`src/rtl/uart_bank_pkg.sv`:
```
package uart_bank_pkg;

  typedef enum logic [1:0] {
    MODE_OP    = 2'd0,
    MODE_CFG_A = 2'd1,
    MODE_CFG_B = 2'd2
  } bank_mode_e;

  typedef enum logic [2:0] {
    TGT_NONE = 3'd0,
    TGT_LCR  = 3'd1,
    TGT_MCR  = 3'd2,
    TGT_EFR  = 3'd3,
    TGT_TCR  = 3'd4,
    TGT_PASS = 3'd5
  } bank_tgt_e;

endpackage

```
`src/rtl/uart_bank_decode.sv`:
```
module uart_bank_decode
  import uart_bank_pkg::*;
#(
  parameter int ADDR_W = 3,
  parameter int DATA_W = 8,
  parameter logic [ADDR_W-1:0] OFF_LCR = ADDR_W'(3),
  parameter logic [ADDR_W-1:0] OFF_MCR = ADDR_W'(4),
  parameter logic [ADDR_W-1:0] OFF_EFR = ADDR_W'(2),
  parameter logic [ADDR_W-1:0] OFF_TCR = ADDR_W'(6),
  parameter logic [DATA_W-1:0] KEY_B   = DATA_W'(8'hBF)
) (
  input  logic [ADDR_W-1:0] addr,
  input  logic [DATA_W-1:0] lcr_q,
  input  logic              sub_bit,
  input  logic              enh_bit,
  output bank_mode_e        mode,
  output bank_tgt_e         tgt
);

  logic sub_on;

  // bank view from the stored line-control value
  always_comb begin
    if (lcr_q == KEY_B) begin
      mode = MODE_CFG_B;
    end else if (lcr_q[DATA_W-1]) begin
      mode = MODE_CFG_A;
    end else begin
      mode = MODE_OP;
    end
  end

  assign sub_on = sub_bit & enh_bit;

  // target select, in priority order
  always_comb begin
    if (addr == OFF_LCR) begin
      tgt = TGT_LCR;
    end else if (sub_on && (addr == OFF_TCR)) begin
      tgt = TGT_TCR;
    end else if ((mode != MODE_CFG_B) && (addr == OFF_MCR)) begin
      tgt = TGT_MCR;
    end else if ((mode == MODE_CFG_B) && (addr == OFF_EFR)) begin
      tgt = TGT_EFR;
    end else if (mode == MODE_CFG_B) begin
      tgt = TGT_NONE;
    end else begin
      tgt = TGT_PASS;
    end
  end

endmodule

```
`src/rtl/uart_bank_regs.sv`:
```
module uart_bank_regs
  import uart_bank_pkg::*;
#(
  parameter int DATA_W      = 8,
  parameter int MCR_SUB_BIT = 6,
  parameter int EFR_ENH_BIT = 4
) (
  input  logic              clk,
  input  logic              rst_n,
  input  logic              wr_en,
  input  bank_tgt_e         tgt,
  input  logic [DATA_W-1:0] wdata,
  output logic [DATA_W-1:0] lcr_q,
  output logic [DATA_W-1:0] mcr_q,
  output logic [DATA_W-1:0] efr_q,
  output logic [DATA_W-1:0] tcr_q
);

  localparam int NREG = 4;
  localparam int IDX_LCR = 0;
  localparam int IDX_MCR = 1;
  localparam int IDX_EFR = 2;
  localparam int IDX_TCR = 3;

  logic [NREG-1:0]  reg_en;
  logic [DATA_W-1:0] reg_d [NREG];
  logic [DATA_W-1:0] reg_q [NREG];
  logic [DATA_W-1:0] mcr_next;

  // clock enables, one per register
  assign reg_en[IDX_LCR] = wr_en && (tgt == TGT_LCR);
  assign reg_en[IDX_MCR] = wr_en && (tgt == TGT_MCR);
  assign reg_en[IDX_EFR] = wr_en && (tgt == TGT_EFR);
  assign reg_en[IDX_TCR] = wr_en && (tgt == TGT_TCR);

  // the sub-mode bit is held unless enhanced-enable is set
  always_comb begin
    mcr_next = wdata;
    if (!efr_q[EFR_ENH_BIT]) begin
      mcr_next[MCR_SUB_BIT] = mcr_q[MCR_SUB_BIT];
    end
  end

  // next-state values
  always_comb begin
    reg_d[IDX_LCR] = wdata;
    reg_d[IDX_MCR] = mcr_next;
    reg_d[IDX_EFR] = wdata;
    reg_d[IDX_TCR] = wdata;
  end

  for (genvar g = 0; g < NREG; g++) begin : g_reg
    always_ff @(posedge clk or negedge rst_n) begin
      if (!rst_n) begin
        reg_q[g] <= '0;
      end else if (reg_en[g]) begin
        reg_q[g] <= reg_d[g];
      end
    end
  end

  assign lcr_q = reg_q[IDX_LCR];
  assign mcr_q = reg_q[IDX_MCR];
  assign efr_q = reg_q[IDX_EFR];
  assign tcr_q = reg_q[IDX_TCR];

endmodule

```
`src/rtl/uart_bank_rdmux.sv`:
```
module uart_bank_rdmux
  import uart_bank_pkg::*;
#(
  parameter int DATA_W = 8
) (
  input  logic              rd_en,
  input  bank_tgt_e         tgt,
  input  logic [DATA_W-1:0] lcr_q,
  input  logic [DATA_W-1:0] mcr_q,
  input  logic [DATA_W-1:0] efr_q,
  input  logic [DATA_W-1:0] tcr_q,
  input  logic [DATA_W-1:0] op_rdata,
  output logic [DATA_W-1:0] rdata
);

  always_comb begin
    rdata = '0;
    if (rd_en) begin
      case (tgt)
        TGT_LCR:  rdata = lcr_q;
        TGT_MCR:  rdata = mcr_q;
        TGT_EFR:  rdata = efr_q;
        TGT_TCR:  rdata = tcr_q;
        TGT_PASS: rdata = op_rdata;
        default:  rdata = '0;
      endcase
    end
  end

endmodule

```
`src/rtl/uart_bank_cfg.sv`:
```
module uart_bank_cfg
  import uart_bank_pkg::*;
#(
  parameter int ADDR_W      = 3,
  parameter int DATA_W      = 8,
  parameter int OFF_LCR     = 3,
  parameter int OFF_MCR     = 4,
  parameter int OFF_EFR     = 2,
  parameter int OFF_TCR     = 6,
  parameter int KEY_B       = 8'hBF,
  parameter int MCR_SUB_BIT = 6,
  parameter int EFR_ENH_BIT = 4,
  parameter int EFR_CTS_BIT = 7,
  parameter int EFR_RTS_BIT = 6
) (
  input  logic                   clk,
  input  logic                   rst_n,
  input  logic [ADDR_W-1:0]      addr,
  input  logic                   wr_en,
  input  logic                   rd_en,
  input  logic [DATA_W-1:0]      wdata,
  output logic [DATA_W-1:0]      rdata,
  output logic                   op_wr_en,
  output logic                   op_rd_en,
  output logic [ADDR_W-1:0]      op_addr,
  output logic [DATA_W-1:0]      op_wdata,
  input  logic [DATA_W-1:0]      op_rdata,
  output logic [1:0]             cfg_mode,
  output logic [DATA_W-1:0]      line_ctrl,
  output logic [DATA_W-1:0]      modem_ctrl,
  output logic [DATA_W-1:0]      feat_ctrl,
  output logic                   auto_cts_en,
  output logic                   auto_rts_en,
  output logic                   enh_en,
  output logic [DATA_W/2-1:0]    rts_resume_lvl,
  output logic [DATA_W/2-1:0]    rts_halt_lvl
);

  localparam int LVL_W = DATA_W / 2;

  bank_mode_e        mode_w;
  bank_tgt_e         tgt_w;
  logic [DATA_W-1:0] lcr_q;
  logic [DATA_W-1:0] mcr_q;
  logic [DATA_W-1:0] efr_q;
  logic [DATA_W-1:0] tcr_q;

  uart_bank_decode #(
    .ADDR_W  (ADDR_W),
    .DATA_W  (DATA_W),
    .OFF_LCR (ADDR_W'(OFF_LCR)),
    .OFF_MCR (ADDR_W'(OFF_MCR)),
    .OFF_EFR (ADDR_W'(OFF_EFR)),
    .OFF_TCR (ADDR_W'(OFF_TCR)),
    .KEY_B   (DATA_W'(KEY_B))
  ) u_decode (
    .addr    (addr),
    .lcr_q   (lcr_q),
    .sub_bit (mcr_q[MCR_SUB_BIT]),
    .enh_bit (efr_q[EFR_ENH_BIT]),
    .mode    (mode_w),
    .tgt     (tgt_w)
  );

  uart_bank_regs #(
    .DATA_W      (DATA_W),
    .MCR_SUB_BIT (MCR_SUB_BIT),
    .EFR_ENH_BIT (EFR_ENH_BIT)
  ) u_regs (
    .clk   (clk),
    .rst_n (rst_n),
    .wr_en (wr_en),
    .tgt   (tgt_w),
    .wdata (wdata),
    .lcr_q (lcr_q),
    .mcr_q (mcr_q),
    .efr_q (efr_q),
    .tcr_q (tcr_q)
  );

  uart_bank_rdmux #(
    .DATA_W (DATA_W)
  ) u_rdmux (
    .rd_en    (rd_en),
    .tgt      (tgt_w),
    .lcr_q    (lcr_q),
    .mcr_q    (mcr_q),
    .efr_q    (efr_q),
    .tcr_q    (tcr_q),
    .op_rdata (op_rdata),
    .rdata    (rdata)
  );

  // pass-through port to the operational registers
  assign op_wr_en = wr_en && (tgt_w == TGT_PASS);
  assign op_rd_en = rd_en && (tgt_w == TGT_PASS);
  assign op_addr  = addr;
  assign op_wdata = wdata;

  // exported state
  assign cfg_mode       = mode_w;
  assign line_ctrl      = lcr_q;
  assign modem_ctrl     = mcr_q;
  assign feat_ctrl      = efr_q;
  assign auto_cts_en    = efr_q[EFR_CTS_BIT];
  assign auto_rts_en    = efr_q[EFR_RTS_BIT];
  assign enh_en         = efr_q[EFR_ENH_BIT];
  assign rts_resume_lvl = tcr_q[DATA_W-1:LVL_W];
  assign rts_halt_lvl   = tcr_q[LVL_W-1:0];

endmodule

```
`config.mk`:
```
export PLATFORM = sky130hd
export DESIGN_NAME = uart_bank_cfg
export DESIGN_NICKNAME = d
export VERILOG_FILES = /design/src/rtl/uart_bank_pkg.sv /design/src/rtl/uart_bank_decode.sv /design/src/rtl/uart_bank_regs.sv /design/src/rtl/uart_bank_rdmux.sv /design/src/rtl/uart_bank_cfg.sv
export SDC_FILE = /design/constraint.sdc
export NUM_CORES = 1
export LEC_CHECK = 0
export ABC_AREA = 1
export ABC_CLOCK_PERIOD_IN_PS = 1410
export BUFFER_PORTS_ARGS = -buffer_cell sky130_fd_sc_hd__buf_4
export CAP_MARGIN = 20
export CELL_PAD_IN_SITES_DETAIL_PLACEMENT = 0
export CELL_PAD_IN_SITES_GLOBAL_PLACEMENT = 1
export CORE_UTILIZATION = 30
export DETAILED_ROUTE_END_ITERATION = 7
export HOLD_SLACK_MARGIN = 0.12
export PLACE_DENSITY = 0.83
export SYNTH_ARGS = -nofsm -noshare
export SYNTH_HDL_FRONTEND = slang
export SYNTH_SLANG_ARGS = --single-unit
```
`constraint.sdc`:
```
create_clock -name clk -period 1.41 [get_ports clk]
set_input_delay 0.282 -clock clk [delete_from_list [all_inputs] [get_ports clk]]
set_output_delay 0.282 -clock clk [all_outputs]
set_load 0.03 [all_outputs]
```
=== Yosys cells after proc, flatten, opt, wreduce, memory -nomap -nowiden ===
Cells that the tools add are included.
Widths: inputs -> output; s select.

* Input bits: 23
* Register bits: 32
* Logic and storage cells: 37
* Output and inout bits: 58

* Reduce and logical (&&, ||, !) cells: 10
* Equality and inequality tests: 12
* Muxes and demuxes: 9
* Bitwise gates (word level): 1

{| class="wikitable"
|+ Operator list
! cell !! number
|-
| $pmux 8 s5 || 1
|-
| $mux 3 || 5
|-
| $eq 3x2->1 const B || 4
|-
| $eq 3x3->1 const B || 4
|-
| $logic_and 1x1->1 || 9
|-
| $eq 8x8->1 const B || 1
|-
| $mux 8 || 1
|-
| $eq 3x1->1 const B || 1
|-
| $eq 2x2->1 const B || 1
|-
| $mux 2 || 1
|-
| $ne 2x2->1 const B || 1
|-
| $reduce_and 2->1 || 1
|-
| $and 1x1->1 || 1
|-
| $mux 1 || 1
|}

=== Logic depth before layout (Yosys ltp) ===
* Depth after elaboration: 11
* Depth in mapped cells: 11
* Depth with buffers taken out: 11

=== By module ===
A second synthesis with hierarchy kept.

* Cell total of the unflattened synthesis: 276
* Area, all modules: 2127.0 um^2

{| class="wikitable"
|+ By module, submodules not included
! module !! cells each !! sequential area each (um^2) !! area each (um^2) !! times used
|-
| uart_bank_regs || 143 || 800.8 || 1381.3 || 1
|-
| uart_bank_rdmux || 86 || 0.0 || 500.5 || 1
|-
| uart_bank_cfg || 20 || 0.0 || 133.9 || 1
|-
| uart_bank_decode || 27 || 0.0 || 111.4 || 1
|}

=== Least setup slack after synthesis ===
Ideal clock, no wire load.

* Path kind: register to output
* From: reg u_regs.reg_q, in the netlist u_regs.lcr_q[6]
* To: out op_rd_en
* Arrival time: 1.556 ns
* Path slack: -0.428 ns
* Required time: 1.128 ns
* Path buffers: 0
* Cell stages (with the launch flop): 7
* Path through: dfrtp_1 inv_1 nand2_1 nor2_4 a21oi_2 nand3_1 nor2_1

* Cells in the longest elaborated chain, start to end: 10
* Elaborated cells between the ends (all ways): 13
* Classes of those cells: 4 x eq/ne; 6 x mux; 3 x reduce/logical

{| class="wikitable"
|+ RTL lines
! element !! RTL line !! text
|-
| start: declaration || uart_bank_regs.sv:27 || <nowiki>logic [DATA_W-1:0] reg_q [NREG];</nowiki>
|-
| start signal: indexed assignment || uart_bank_regs.sv:57 || <nowiki>reg_q[g] <= reg_d[g];</nowiki>
|-
| $eq 8x8->1 (*) || uart_bank_decode.sv:24 || <nowiki>if (lcr_q == KEY_B) begin</nowiki>
|-
| $mux 2 (*) || uart_bank_decode.sv:24 ||
|-
| $eq 2x2->1 || uart_bank_decode.sv:43, uart_bank_decode.sv:45 ||
|-
| $mux 3 / $logic_and 1x1->1 (equally long branches) || uart_bank_decode.sv:45, uart_bank_decode.sv:43 ||
|-
| $mux 3 || uart_bank_decode.sv:43 || <nowiki>end else if ((mode == MODE_CFG_B) && (addr == OFF_EFR)) begin</nowiki>
|-
| $mux 3 (*) || uart_bank_decode.sv:41 || <nowiki>end else if ((mode != MODE_CFG_B) && (addr == OFF_MCR)) begin</nowiki>
|-
| $mux 3 (*) || uart_bank_decode.sv:39 || <nowiki>end else if (sub_on && (addr == OFF_TCR)) begin</nowiki>
|-
| $mux 3 (*) || uart_bank_decode.sv:37 || <nowiki>if (addr == OFF_LCR) begin</nowiki>
|-
| $eq 3x3->1 (*) || uart_bank_cfg.sv:96 || <nowiki>assign op_rd_en = rd_en && (tgt_w == TGT_PASS);</nowiki>
|-
| $logic_and 1x1->1 (*) || uart_bank_cfg.sv:96 ||
|-
| end: declaration || uart_bank_cfg.sv:24 || <nowiki>output logic op_rd_en,</nowiki>
|}

Every way passes the cells marked *; elsewhere a longest branch is shown, timed or not.

=== Final worst setup path ===
* From: reg u_regs.reg_q, in the netlist u_regs.lcr_q[6]
* To: out rdata[1]

* Cells in the longest elaborated chain, start to end: 11
* Elaborated cells between the ends (all ways): 18
* Classes of those cells: 8 x eq/ne; 8 x mux; 2 x reduce/logical

{| class="wikitable"
|+ RTL lines
! element !! RTL line !! text
|-
| $eq 8x8->1 (*) || uart_bank_decode.sv:24 ||
|-
| $mux 2 (*) || uart_bank_decode.sv:24 ||
|-
| $eq 2x2->1 || uart_bank_decode.sv:43, uart_bank_decode.sv:45 ||
|-
| $mux 3 / $logic_and 1x1->1 (equally long branches) || uart_bank_decode.sv:45, uart_bank_decode.sv:43 ||
|-
| $mux 3 || uart_bank_decode.sv:43 ||
|-
| $mux 3 (*) || uart_bank_decode.sv:41 ||
|-
| $mux 3 (*) || uart_bank_decode.sv:39 ||
|-
| $mux 3 (*) || uart_bank_decode.sv:37 ||
|-
| $eq 3x3->1, or another cell as far along || uart_bank_rdmux.sv:19 || <nowiki>case (tgt)</nowiki>
|-
| $pmux 8 s5 (*) || uart_bank_rdmux.sv:19 ||
|-
| $mux 8 (*) || uart_bank_rdmux.sv:18 || <nowiki>if (rd_en) begin</nowiki>
|-
| end: declaration || uart_bank_cfg.sv:22 || <nowiki>output logic [DATA_W-1:0] rdata,</nowiki>
|}

Marks and branches as above.

==> metrics.cfg <==
[outcome]
status = finished with violations
violations = negative setup slack

[power]
power_density_mw_per_mm2 = 887
p_leak_nw = 1.56
peakVddDrop_v = 0.000435

[floorplanning]
rows = 28
top_level_ports = 81
die_h_um = 81.2
initial_core_util_pct = 31.4
die_w_um = 81.2
die_area_mm2 = 0.00659
core_area_mm2 = 0.00599

[clock_network]
path_clk_slew_ns = 0.07
cts_buffer_depth = 2
cts_tree = yes
cts_sinks = 32
htree_levels = 2
insertion_delay_ns = 0.29
clk_root_buffer_cell = clkbuf_8
cts_buffers = 5

[drt]
drt-initial-drc-count = 90
vias_per_cell = 4.73
dr.pass1.iters = 4
wl_um = 6110
antenna_left = 0
wire_per_inst_um = 14.6
via_count = 1976
post-route-drc-count = 0

[job]
maxCapViolCount = 0

[timing]
slew_headroom_pct = 72.4
max_freq_mhz = 497
min_period_ns = 2.01
finalClockSkew_ns = 0.0115
setup_ws_ns = -0.602
hold_ws_ns = 0.314
tightest_slew_ns = 0.414
setup_viol = 28
hold_viol = 0
rsz0062_at_grt = true
fin_crit_sh_pct = 143
slew_viol_final = 0

[cells_and_area]
fillers = 585
multi_input_area_um2 = 905
nets = 367
antenna_cells = 0
area_delta_synth_final_pct = 60.4
regArea_um2 = 812
drive_above_1_share_pct = 55.1

[logic_synthesis]
synth_seq_cells = 32
synth_area_leaders = dfrtp_1 (43%), nand2_1 (15%), buf_4 (6.4%)
netlist_instances = 243
synth_cell_types = 25
synth_area_leader_cell = dfrtp_1
synth-edff-count = 0
synthesis.nets = 266
synth.avg_cell_area_um2 = 7.74
synthFlopType = dfrtp_1
mappedNetlistArea_mm2 = 0.00188
ys_seq_area_share_pct = 42.6
synth_top_area_share_pct = 42.6
synth_warnings = 0
synthArstFlopShare_pct = 100

[setup_path]
worstPathCellList = inv_2, nand2_2, nor2_4, nand2_4, nand2_4, inv_8, nand2_2, nand2_1, nand3b_1, nand2_1, inv_2, buf_6
crit_fanout = 8
cp_slowest_stage_delay_ns = 0.41
slowest_stage = dfrtp_2
crit_family = simple AND/OR/NAND/NOR gates
end_kind = primary output
worstSetupPathType = reg -> out
required_ns = 1.13
timing.critical_path.buf_inv = 4
setup.worst_path.start_class = flop
cp.arrival_ns = 1.73

[place]
pre_cts_slack_ns = -0.319
gp_congestion = 0.792
place_hpwl_um = 4300
place.port_buffers = 80

[min_path]
hp-class = in -> reg

[grt]
grt_use_total_pct = 18.4
grt_max_degree = 33
first_global_vias = 1843
antenna_found_initial = 0
grt_pass1_wl_um = 8940
overflow = 0

-- what timing repair did --
item / CTS / global route
setup buffers: 6 / 4
hold endpoints to repair: 32 / 0
hold buffers: 1 / 0
setup endpoints to repair: 27 / 28
cloned: 1 / 1
pin swaps: 11 / 11
gates resized for setup: 32 / 21
-- stage by stage --
step / TNS, ns / instances / power [mW] / area (µm²) / util, %
after CTS: -5.63 / 414 / 2.67 / 2920 / 48.7
after global routing: -9.38 / 418 / 2.78 / 3020 / 50.4
after global placement: -2.79 / 402 / 1.97 / 2670 / 44.5
after floorplan: -2.31 / 243 / 1.58 / 1940 / -
final: -8.06 / 418 / 2.68 / 3020 / 50.4
after detailed placement: -3.24 / 402 / 1.99 / 2670 / 44.5
-- worst paths after layout --
path | cells past startpoint | to | from | slack [ns]
max reg2reg | 11 | u_regs.mcr_q[2] | u_regs.lcr_q[7] | -0.18
min reg2reg | 2 | u_regs.tcr_q[3] | u_regs.tcr_q[3] | 0.51
min | 3 | u_regs.efr_q[7] | wdata[7] | 0.31
min in group asynchronous | 2 | u_regs.tcr_q[4] | rst_n | 0.47
max in group asynchronous | 2 | u_regs.lcr_q[0] | rst_n | 0.61
max | 12 | rdata[1] | u_regs.lcr_q[6] | -0.60
-- Yosys cell counts, types with 4 or more instances --
master and instances:
buf_4 16, dfrtp_1 32, o21ai_0 9, o21ai_1 16
inv_1 28, nand4_1 12, a31oi_1 4, nand3b_1 4
o21ai_2 8, nand2_1 73, nand2_2 7, nor2_1 9
inv_2 6
-- kinds of logic after synthesis --
group | Yosys count | synth area share (%)
DFF | 32 | 42.6
buffers and inverters | 58 | 16.1
AOI/OAI and AO/OA | 38 | 12.2
and+or+nand+nor | 115 | 29.2
-- state kept, by name, summed over array words and instances, names as in the netlist --
register and cells:
u_regs.efr_q 8, u_regs.lcr_q 8, u_regs.mcr_q 8, u_regs.tcr_q 8
-- metal layers --
| layer | share of wire, % | routed length [µm] | GRT usage [%] | vias to the layer above |
|---|---|---|---|---|
| li1 | - | - | - | 960 |
| met1 | 45 | 2730 | 23.9 | 936 |
| met2 | 48 | 2940 | 30.6 | 71 |
| met3 | 6.1 | 372 | 3.93 | 9 |
| met4 | 1.2 | 72 | 5.54 | 0 |
| met5 | 0 | 0 | 0 | - |
-- cell usage in the layout (no fill, tap or decap), types with 2 or more instances in the layout --
master and n:
o21ai_1 17, dfrtp_2 9, o21ai_2 8, inv_2 13
o21ai_0 8, nand4_1 12, buf_6 19, buf_4 91
buf_12 2, inv_1 19, nand2_1 57, a31oi_1 4
inv_8 4, nand2_8 2, nand2_4 3, nand2_2 21
nor2_4 6, nor2_1 6, nand3_1 2, nand3b_1 4
clkbuf_8 5, dfrtp_1 23
-- power by group --
part | switching [mW] | internal (mW) | total (mW) | leakage, nW
Clock | 0.319 | 0.328 | 0.648 | 0.0371
Combinational | 0.560 | 0.388 | 0.948 | 1.11
Sequential | 0.0723 | 1.01 | 1.08 | 0.414
Total | 0.952 | 1.73 | 2.68 | 1.56
-- area by class of cell --
| class | count | area share, % |
|---|---|---|
| multi-input combinational | 154 | 30.0 |
| tap | 75 | 3.11 |
| timing repair buffer | 114 | 31.9 |
| timing repair inverter | 1 | 0.373 |
| inverter | 36 | 5.39 |
| clock buffer | 6 | 2.40 |
| sequential | 32 | 26.9 |
-- worst register-to-register path: stages, from the launching register on --
cell and delay, ns:
dfrtp_2 0.42, nand2_2 0.09, nor2_4 0.06, nand2_4 0.11
nand2_4 0.08, buf_4 0.14, buf_4 0.13, nor2_4 0.15
buf_6 0.14, inv_8 0.04, nand2_1 0.05, o21ai_1 0.06
Note: power is estimated with default switching activity, not from simulation.
